## config.mk

```make
export PLATFORM = sky130hd
export DESIGN_NAME = failsafe_pm
export DESIGN_NICKNAME = d
export VERILOG_FILES = /design/src/rtl/failsafe_pm.sv
export SDC_FILE = /design/constraint.sdc
export NUM_CORES = 1
export LEC_CHECK = 0
export ABC_AREA = 1
export BUFFER_PORTS_ARGS = -buffer_cell sky130_fd_sc_hd__buf_2
export CAP_MARGIN = 20
export CORE_UTILIZATION = 45
export CTS_CLUSTER_DIAMETER = 80
export DETAILED_ROUTE_END_ITERATION = 8
export PLACE_DENSITY = 0.72
export SYNTH_ARGS = -nofsm -noshare
export SYNTH_HDL_FRONTEND = slang
export SYNTH_SLANG_ARGS = --single-unit
```

## constraint.sdc

```tcl
create_clock -name clk -period 1.6 [get_ports clk]
set_input_delay 0.08 -clock clk [delete_from_list [all_inputs] [get_ports clk]]
set_output_delay 0.08 -clock clk [all_outputs]
set_load 0.02 [all_outputs]
```

## src/rtl/failsafe_pm.sv

```systemverilog
module failsafe_pm #(
  parameter int unsigned TIMEOUT = 960_000_000,
  localparam int CW = $clog2(TIMEOUT)
) (
  input  logic          clk,
  input  logic          por_n,
  input  logic          fs_en,
  input  logic          dis_we,
  input  logic          dis_d,
  input  logic          pwr_clr,
  input  logic [2:0]    wake_clr,
  input  logic          normal_req,
  input  logic          sleep_req,
  input  logic          bus_wake,
  input  logic          local_wake,
  input  logic          irq_wake,
  input  logic          bus_silent,
  output logic [1:0]    mode,
  output logic          pwr_flag,
  output logic [2:0]    wake_flags,
  output logic          tmr_dis,
  output logic [CW-1:0] timer_val
);
  localparam logic [1:0] SLEEP = 2'b00, STBY = 2'b01, NORM = 2'b10;
  localparam logic [CW-1:0] LAST = CW'(TIMEOUT - 1);

  logic [1:0]    mode_q, mode_n;
  logic [CW-1:0] tmr_q;
  logic          pwr_q, dis_q, cnt_en, expire;
  logic [2:0]    wf_q;

  wire armed = fs_en && !dis_q;
  wire [2:0] wake_evt = {irq_wake, local_wake, bus_wake};

  assign cnt_en = (mode_q == STBY) ? (pwr_q || armed) :
                  (mode_q == NORM) ? (armed && bus_silent) : 1'b0;
  assign expire = cnt_en && (tmr_q == LAST);

  always_comb begin
    mode_n = mode_q;
    case (mode_q)
      SLEEP: if (|wake_evt) mode_n = STBY;
      STBY: begin
        if (sleep_req) mode_n = SLEEP;
        else if (normal_req && wf_q == 3'b000) mode_n = NORM;
        else if (expire) mode_n = SLEEP;
      end
      NORM: if (sleep_req || expire) mode_n = SLEEP;
      default: mode_n = SLEEP;
    endcase
  end

  always_ff @(posedge clk or negedge por_n) begin
    if (!por_n) begin
      mode_q <= STBY;
      tmr_q  <= '0;
      pwr_q  <= 1'b1;
      wf_q   <= 3'b000;
      dis_q  <= 1'b0;
    end else begin
      mode_q <= mode_n;
      tmr_q  <= (mode_n != mode_q || !cnt_en) ? '0 : tmr_q + 1'b1;
      if (pwr_clr) pwr_q <= 1'b0;
      wf_q   <= (wf_q & ~wake_clr) | (wake_evt & {3{mode_q == SLEEP}});
      if (dis_we) dis_q <= dis_d;
    end
  end

  assign mode       = mode_q;
  assign pwr_flag   = pwr_q;
  assign wake_flags = wf_q;
  assign tmr_dis    = dis_q;
  assign timer_val  = tmr_q;

  assert_mode_legal_R11: assert property (@(posedge clk) disable iff (!por_n)
    mode != 2'b11);
  assert_timer_bound_R11: assert property (@(posedge clk) disable iff (!por_n)
    timer_val <= LAST);
  assert_timer_zero_on_change_R11: assert property (@(posedge clk) disable iff (!por_n)
    (mode != $past(mode)) |-> timer_val == '0);
  assert_normal_needs_clear_flags_R6: assert property (@(posedge clk) disable iff (!por_n)
    (mode == STBY && wake_flags != 3'b000) |=> mode != NORM);
  assert_sleep_only_wakes_to_standby_R4: assert property (@(posedge clk) disable iff (!por_n)
    (mode == SLEEP) |=> mode != NORM);
  assert_sleep_req_wins_R12: assert property (@(posedge clk) disable iff (!por_n)
    (mode != SLEEP && sleep_req) |=> mode == SLEEP);
endmodule

```

# ---- Yosys cells after proc, flatten, opt, wreduce, memory -nomap -nowiden
# Index checks and enable logic that the tools add are counted.
dict set report totals {
  register_bits 37
  latchBits 0
  mem_bits_rw 0
  romBits 0
  in_bits 15
  out_inout_bits 37
  memories 0
}
dict set report classes {
  add_sub_neg 1
  mul 0
  n_div 0
  order_cmp 0
  eq_ne 4
  shifts 0
  n_mux 9
  n_bitwise 4
  n_reduce_logical 12
}
# operator n
set op_table {}
lappend op_table {{$add 30x1->30 const B} 1}
lappend op_table {{$eq 30x30->1 const B} 1}
lappend op_table {{$mux 30} 1}
lappend op_table {{$mux 2} 5}
lappend op_table {{$and 3x3->3} 2}
lappend op_table {{$pmux 2 s3} 1}
lappend op_table {{$logic_and 1x1->1} 4}
lappend op_table {{$logic_not 3->1} 1}
lappend op_table {{$logic_or 1x1->1} 3}
lappend op_table {{$not 3->3} 1}
lappend op_table {{$or 3x3->3} 1}
lappend op_table {{$reduce_or 3->1} 1}
lappend op_table {{$eq 2x1->1 const B} 1}
lappend op_table {{$eq 2x2->1 const B} 1}
lappend op_table {{$logic_not 1->1} 2}
lappend op_table {{$logic_not 2->1} 1}
lappend op_table {{$mux 1} 2}
lappend op_table {{$ne 2x2->1} 1}

# ---- Depth between registers and ports, before layout
dict set report logic_depth {
  ltp_word 13
  ltp_mapped 11
  mapped_depth_nobuf 10
}

# ---- Worst setup path before layout
# No wires, ideal clock.
dict set report synth_path {
  kind {register to register}
  from {register tmr_q[0], in the netlist timer_val[0]}
  to {register tmr_q[0], in the netlist timer_val[0]}
  setup_time_ps 129
  t_arrival_ps 1680
  t_required_ps 1471
  setup_slack_ps -209
  stages_incl_launch_ff 12
  n_path_buf 1
  cell_sequence {dfrtp_1 > ha_1 > nand3_4 > inv_2 > nand2_4 > nor2_4 > nand3_2 > nand2_1 > nand3_2 > nand3_4 > buf_12 > nor2_2}
}
dict set report synth_via {
  elab_chain_len 9
}
# item line_no
set synth_lines {}
lappend synth_lines {{start, declared} 28} ;# logic [CW-1:0] tmr_q;
lappend synth_lines {{start signal, assigned} 62} ;# tmr_q <= (mode_n != mode_q || !cnt_en) ? '0 : tmr_q + 1'b1;
lappend synth_lines {{$eq 30x30->1} 37} ;# assign expire = cnt_en && (tmr_q == LAST);
lappend synth_lines {{$logic_and 1x1->1} 37}
lappend synth_lines {{$mux 2} 46} ;# else if (expire) mode_n = SLEEP;
lappend synth_lines {{$mux 2} 45} ;# else if (normal_req && wf_q == 3'b000) mode_n = NORM;
lappend synth_lines {{$mux 2} 44} ;# if (sleep_req) mode_n = SLEEP;
lappend synth_lines {{$pmux 2 s3} 41} ;# case (mode_q)
lappend synth_lines {{$ne 2x2->1} 62}
lappend synth_lines {{$logic_or 1x1->1} 62}
lappend synth_lines {{$mux 30 *} 62}
# Mark *: on every way between the ends. The rest lies on a longest branch, timed or not.
# A chain may end at the register's enable or synchronous reset.

# ---- Worst setup path after layout
dict set report layout_path {
  from {register mode_q[0], in the netlist mode[0]}
  to {register tmr_q[1], in the netlist timer_val[1]}
}
dict set report layout_via {
  elab_chain_len 11
}
# item line_no
set layout_lines {}
lappend layout_lines {{start, declared} 27} ;# logic [1:0] mode_q, mode_n;
lappend layout_lines {{start signal, assigned} 61} ;# mode_q <= mode_n;
lappend layout_lines {{$eq 2x2->1} {36, 41}}
lappend layout_lines {{$mux 1} 36} ;# (mode_q == NORM) ? (armed && bus_silent) : 1'b0;
lappend layout_lines {{$mux 1} 35} ;# assign cnt_en = (mode_q == STBY) ? (pwr_q || armed) :
lappend layout_lines {{$logic_and 1x1->1} 37}
lappend layout_lines {{$mux 2} 46}
lappend layout_lines {{$mux 2} 45}
lappend layout_lines {{$mux 2} 44}
lappend layout_lines {{$pmux 2 s3} 41}
lappend layout_lines {{$ne 2x2->1} 62}
lappend layout_lines {{$logic_or 1x1->1 *} 62}
lappend layout_lines {{$mux 30 *} 62}
# Marks and branches as above.

==> run summary <==
Status: complete, but fails checks
Violations in the final reports: negative setup slack
Pin count of the biggest net entering global routing: 25
Routed Antenna Nets: 0
Crit path launch type: register
Initial DRC count: 119
Arrival time of the worst setup path: 1930 ps
Grt ovf: 0
Psw: 813 µW
Final setup viols: 30
Worst-margin pin slew: 549 ps
Post-route non-filler standard cell count: 435
Final GP Congestion: 0.880
I/O pin count: 52
# clock sinks: 37
Worst setup margin: -106 ps
Max Clock Skew: 7.47 ps
Main synth FF type: dfrtp_1
Combinational Power Share: 0.300
Initial antenna violation count: 0
First-pass GRT wire length: 9110 µm
Crit path from: mode[0]
Clock root cell: clkbuf_8
Ant. Diodes: 0
CP required: 1830 ps
Cell count after synthesis: 273
Critical path class: register to register
Sequential Power Share: 0.435
Lkg Pwr: 0.00144 µW
DP Cell Count: 413
Number of synthesized flops with an enable pin: 0
Mapped Avg Cell Area: 7.99 µm²
Post-synthesis register bit count: 37
Yosys warns: 0
Peak supply drop: 0.643 mV
Final hold slack: 16.5 ps
Latest clock arrival within the worst-skew pair: 300 ps
RSZ-0062 raised after global routing: yes
Num rows: 24
Die height: 71.6 µm
Switching portion of total power: 0.333
Worst min-delay path class: input port to register
Worst Path Max Fanout: 6
Pins Over Slew Limit: 0
CTS clk-pin slew, worst paths: 70 ps
Fmax: 586 MHz
Nets: 398
Htree depth: 2
Hold path start: bus_wake
Vias: 2125
Port Buffers: 51
P_int: 1630 µW
Slew HR: 0.634
Post-synth cell types: 26
Initial Util: 0.484
Clk pwr share: 0.266
Pwr dens: 783 nW/µm²
Via-to-Cell Ratio: 4.89
CTS buffer count: 5
Max Cap Violations: 0
Post-detail-place hpwl: 4150 µm
WL final: 5580 µm
Die Wd: 71.6 µm
Sequential share of the synthesized area: 0.426
Full die area: 5130 µm²
Fin crit period: 1710 ps
CP Capture Type: register
Final Hold Viols: 0
Async set-reset flop share out of synthesis: 1.00
Cell Area, Synth: 2180 µm²
Initial DRT Pass Iterations: 4
CTS tree: yes
Minimum setup slack after placement: -17.2 ps
RR Startpoint: mode[0]
Avg WL per Cell: 12.8 µm
Filler Cell Count: 360
Total chip power: 2440 µW
Number of global-route vias before repair: 2131
Layout cell share with drive strength beyond 1: 0.433
Longest Clk Path Bufs: 2
Fin crit share: 1.07
Area Overhead vs Synth: 42.9%
Post-Syn Nets: 289
Total core area: 4500 µm²
Post-route DRC: 0
GRT Util Overall: 0.233
-- metal layers --
metal  part of all wire  global-route usage  vias up
li1                   -                   -     1067
met1               0.43               0.281      985
met2               0.49               0.387       58
met3              0.052              0.0633       15
met4              0.029               0.109        0
met5                  0                   0        -
-- metrics by stage --
stage	cell area, µm²	util	TNS (ps)
detailed placement	2810	0.623	-285
finish	3120	0.692	-2410
floorplan	2200	-	-486
global placement	2810	0.623	0
global route	3120	0.692	-4050
CTS	2950	0.655	0
-- power by group through the flow --
stage,Combinational [µW],Sequential [µW],Clock [µW]
finish,731,1060,649
global route,783,1070,715
CTS,565,1050,665
detailed placement,530,1070,0
global placement,517,1070,0
floorplan,264,1150,0
-- cell families (layout without fill, tap and decap cells) --
kind of cell             after synthesis  count (layout)  share of synthesized area
AO/OA/AOI/OAI                          6               6                     0.0149
XOR/XNOR                              27              27                      0.108
adder cells (fa/ha/maj)                1               1                    0.00574
buffers and inverters                 37             147                     0.0780
flip-flops                            37              37                      0.426
multiplexers                           1               1                    0.00516
AND/OR/NAND/NOR                      164             164                      0.362
-- flip-flops by register name, indices dropped and copies added, names as in the netlist --
name,count
tmr_dis,1
timer_val,30
pwr_flag,1
mode,2
wake_flags,3
-- synth_stat cells (2+ instances only) --
| cell | n | share of area |
|---|---|---|
| nor2_1 | 53 | 0.091 |
| nor3_1 | 12 | 0.028 |
| nor2_4 | 3 | 0.015 |
| nand2_2 | 2 | 0.0057 |
| nand3_1 | 9 | 0.021 |
| nor2_2 | 12 | 0.034 |
| inv_1 | 33 | 0.057 |
| xor2_1 | 18 | 0.072 |
| nand3_2 | 3 | 0.014 |
| dfrtp_1 | 35 | 0.40 |
| dfstp_2 | 2 | 0.024 |
| o21ai_0 | 5 | 0.011 |
| nor3_2 | 2 | 0.0092 |
| nand4_1 | 6 | 0.017 |
| and2_1 | 2 | 0.0057 |
| nand2_1 | 56 | 0.096 |
| xnor2_1 | 9 | 0.036 |
| nand3_4 | 2 | 0.016 |
| buf_6 | 2 | 0.010 |
-- worst paths after layout --
path / end / slack [ps] / depth (start not counted)
worst max-delay path: timer_val[1] / -110 / 10
worst min-delay path: wake_flags[0] / 20 / 3
worst max register to register: timer_val[1] / -110 / 10
worst min register to register: pwr_flag / 460 / 2
max in group asynchronous: mode[1] / 690 / 3
min in group asynchronous: timer_val[12] / 300 / 2
-- placed cells by master, fill, tap and decap left out --
| master | netlist | final |
|---|---|---|
| nor3_1 | 12 | 11 |
| nand3_4 | 2 | 2 |
| nand3_1 | 9 | 8 |
| nor2_1 | 53 | 40 |
| dfrtp_2 | 0 | 3 |
| and2_2 | 1 | 1 |
| nor3_2 | 2 | 3 |
| inv_1 | 33 | 30 |
| clkbuf_16 | 0 | 2 |
| buf_4 | 0 | 44 |
| dlygate4sd3_1 | 0 | 5 |
| xor2_1 | 18 | 18 |
| buf_6 | 2 | 1 |
| mux2_2 | 1 | 1 |
| ha_4 | 0 | 1 |
| inv_2 | 1 | 4 |
| clkinv_2 | 0 | 2 |
| nor2_2 | 12 | 22 |
| o21ai_0 | 5 | 4 |
| o31ai_1 | 1 | 1 |
| clkinvlp_4 | 0 | 1 |
| nand2_4 | 1 | 1 |
| nand2_1 | 56 | 51 |
| nand4_1 | 6 | 6 |
| nor2_4 | 3 | 6 |
| dfstp_2 | 2 | 2 |
| nand2_2 | 2 | 7 |
| buf_12 | 1 | 2 |
| buf_2 | 0 | 51 |
| dfrtp_1 | 35 | 32 |
| o21ai_2 | 0 | 1 |
| xnor2_1 | 9 | 9 |
| and2_1 | 2 | 2 |
| clkbuf_8 | 0 | 5 |
| nand3_2 | 3 | 4 |
-- what timing repair did --
| action | in CTS | in global routing |
|---|---|---|
| hold endpoints to repair | 25 | 0 |
| pin swaps | 1 | 7 |
| cloned | 0 | 2 |
| gates resized for setup | 0 | 27 |
| endpoints found under the setup margin | 30 | 30 |
| buffers inserted | 1 | 6 |
| hold buffers | 5 | 0 |
-- worst max-delay path: stages, from the launching register on --
cell and delay, ps:
dfstp_2 560, inv_2 50, nor2_4 140, buf_6 110
nand2_2 50, nor2_2 130, nand2_2 80, nand3_2 80
nand3_4 150, clkbuf_16 210, nor2_2 90
-- final cells by class --
cell class	count	area (µm²)	area share
Timing Repair Buffer	105	737	0.236
Sequential cell	37	932	0.299
Inverter	34	128	0.0409
Multi-Input combinational cell	199	1170	0.375
Clock inverter	3	17.5	0.00562
Clock buffer	5	68.8	0.0221
Tap cell	52	65.1	0.0209
No activity file was read; power rests on OpenSTA's default activity.
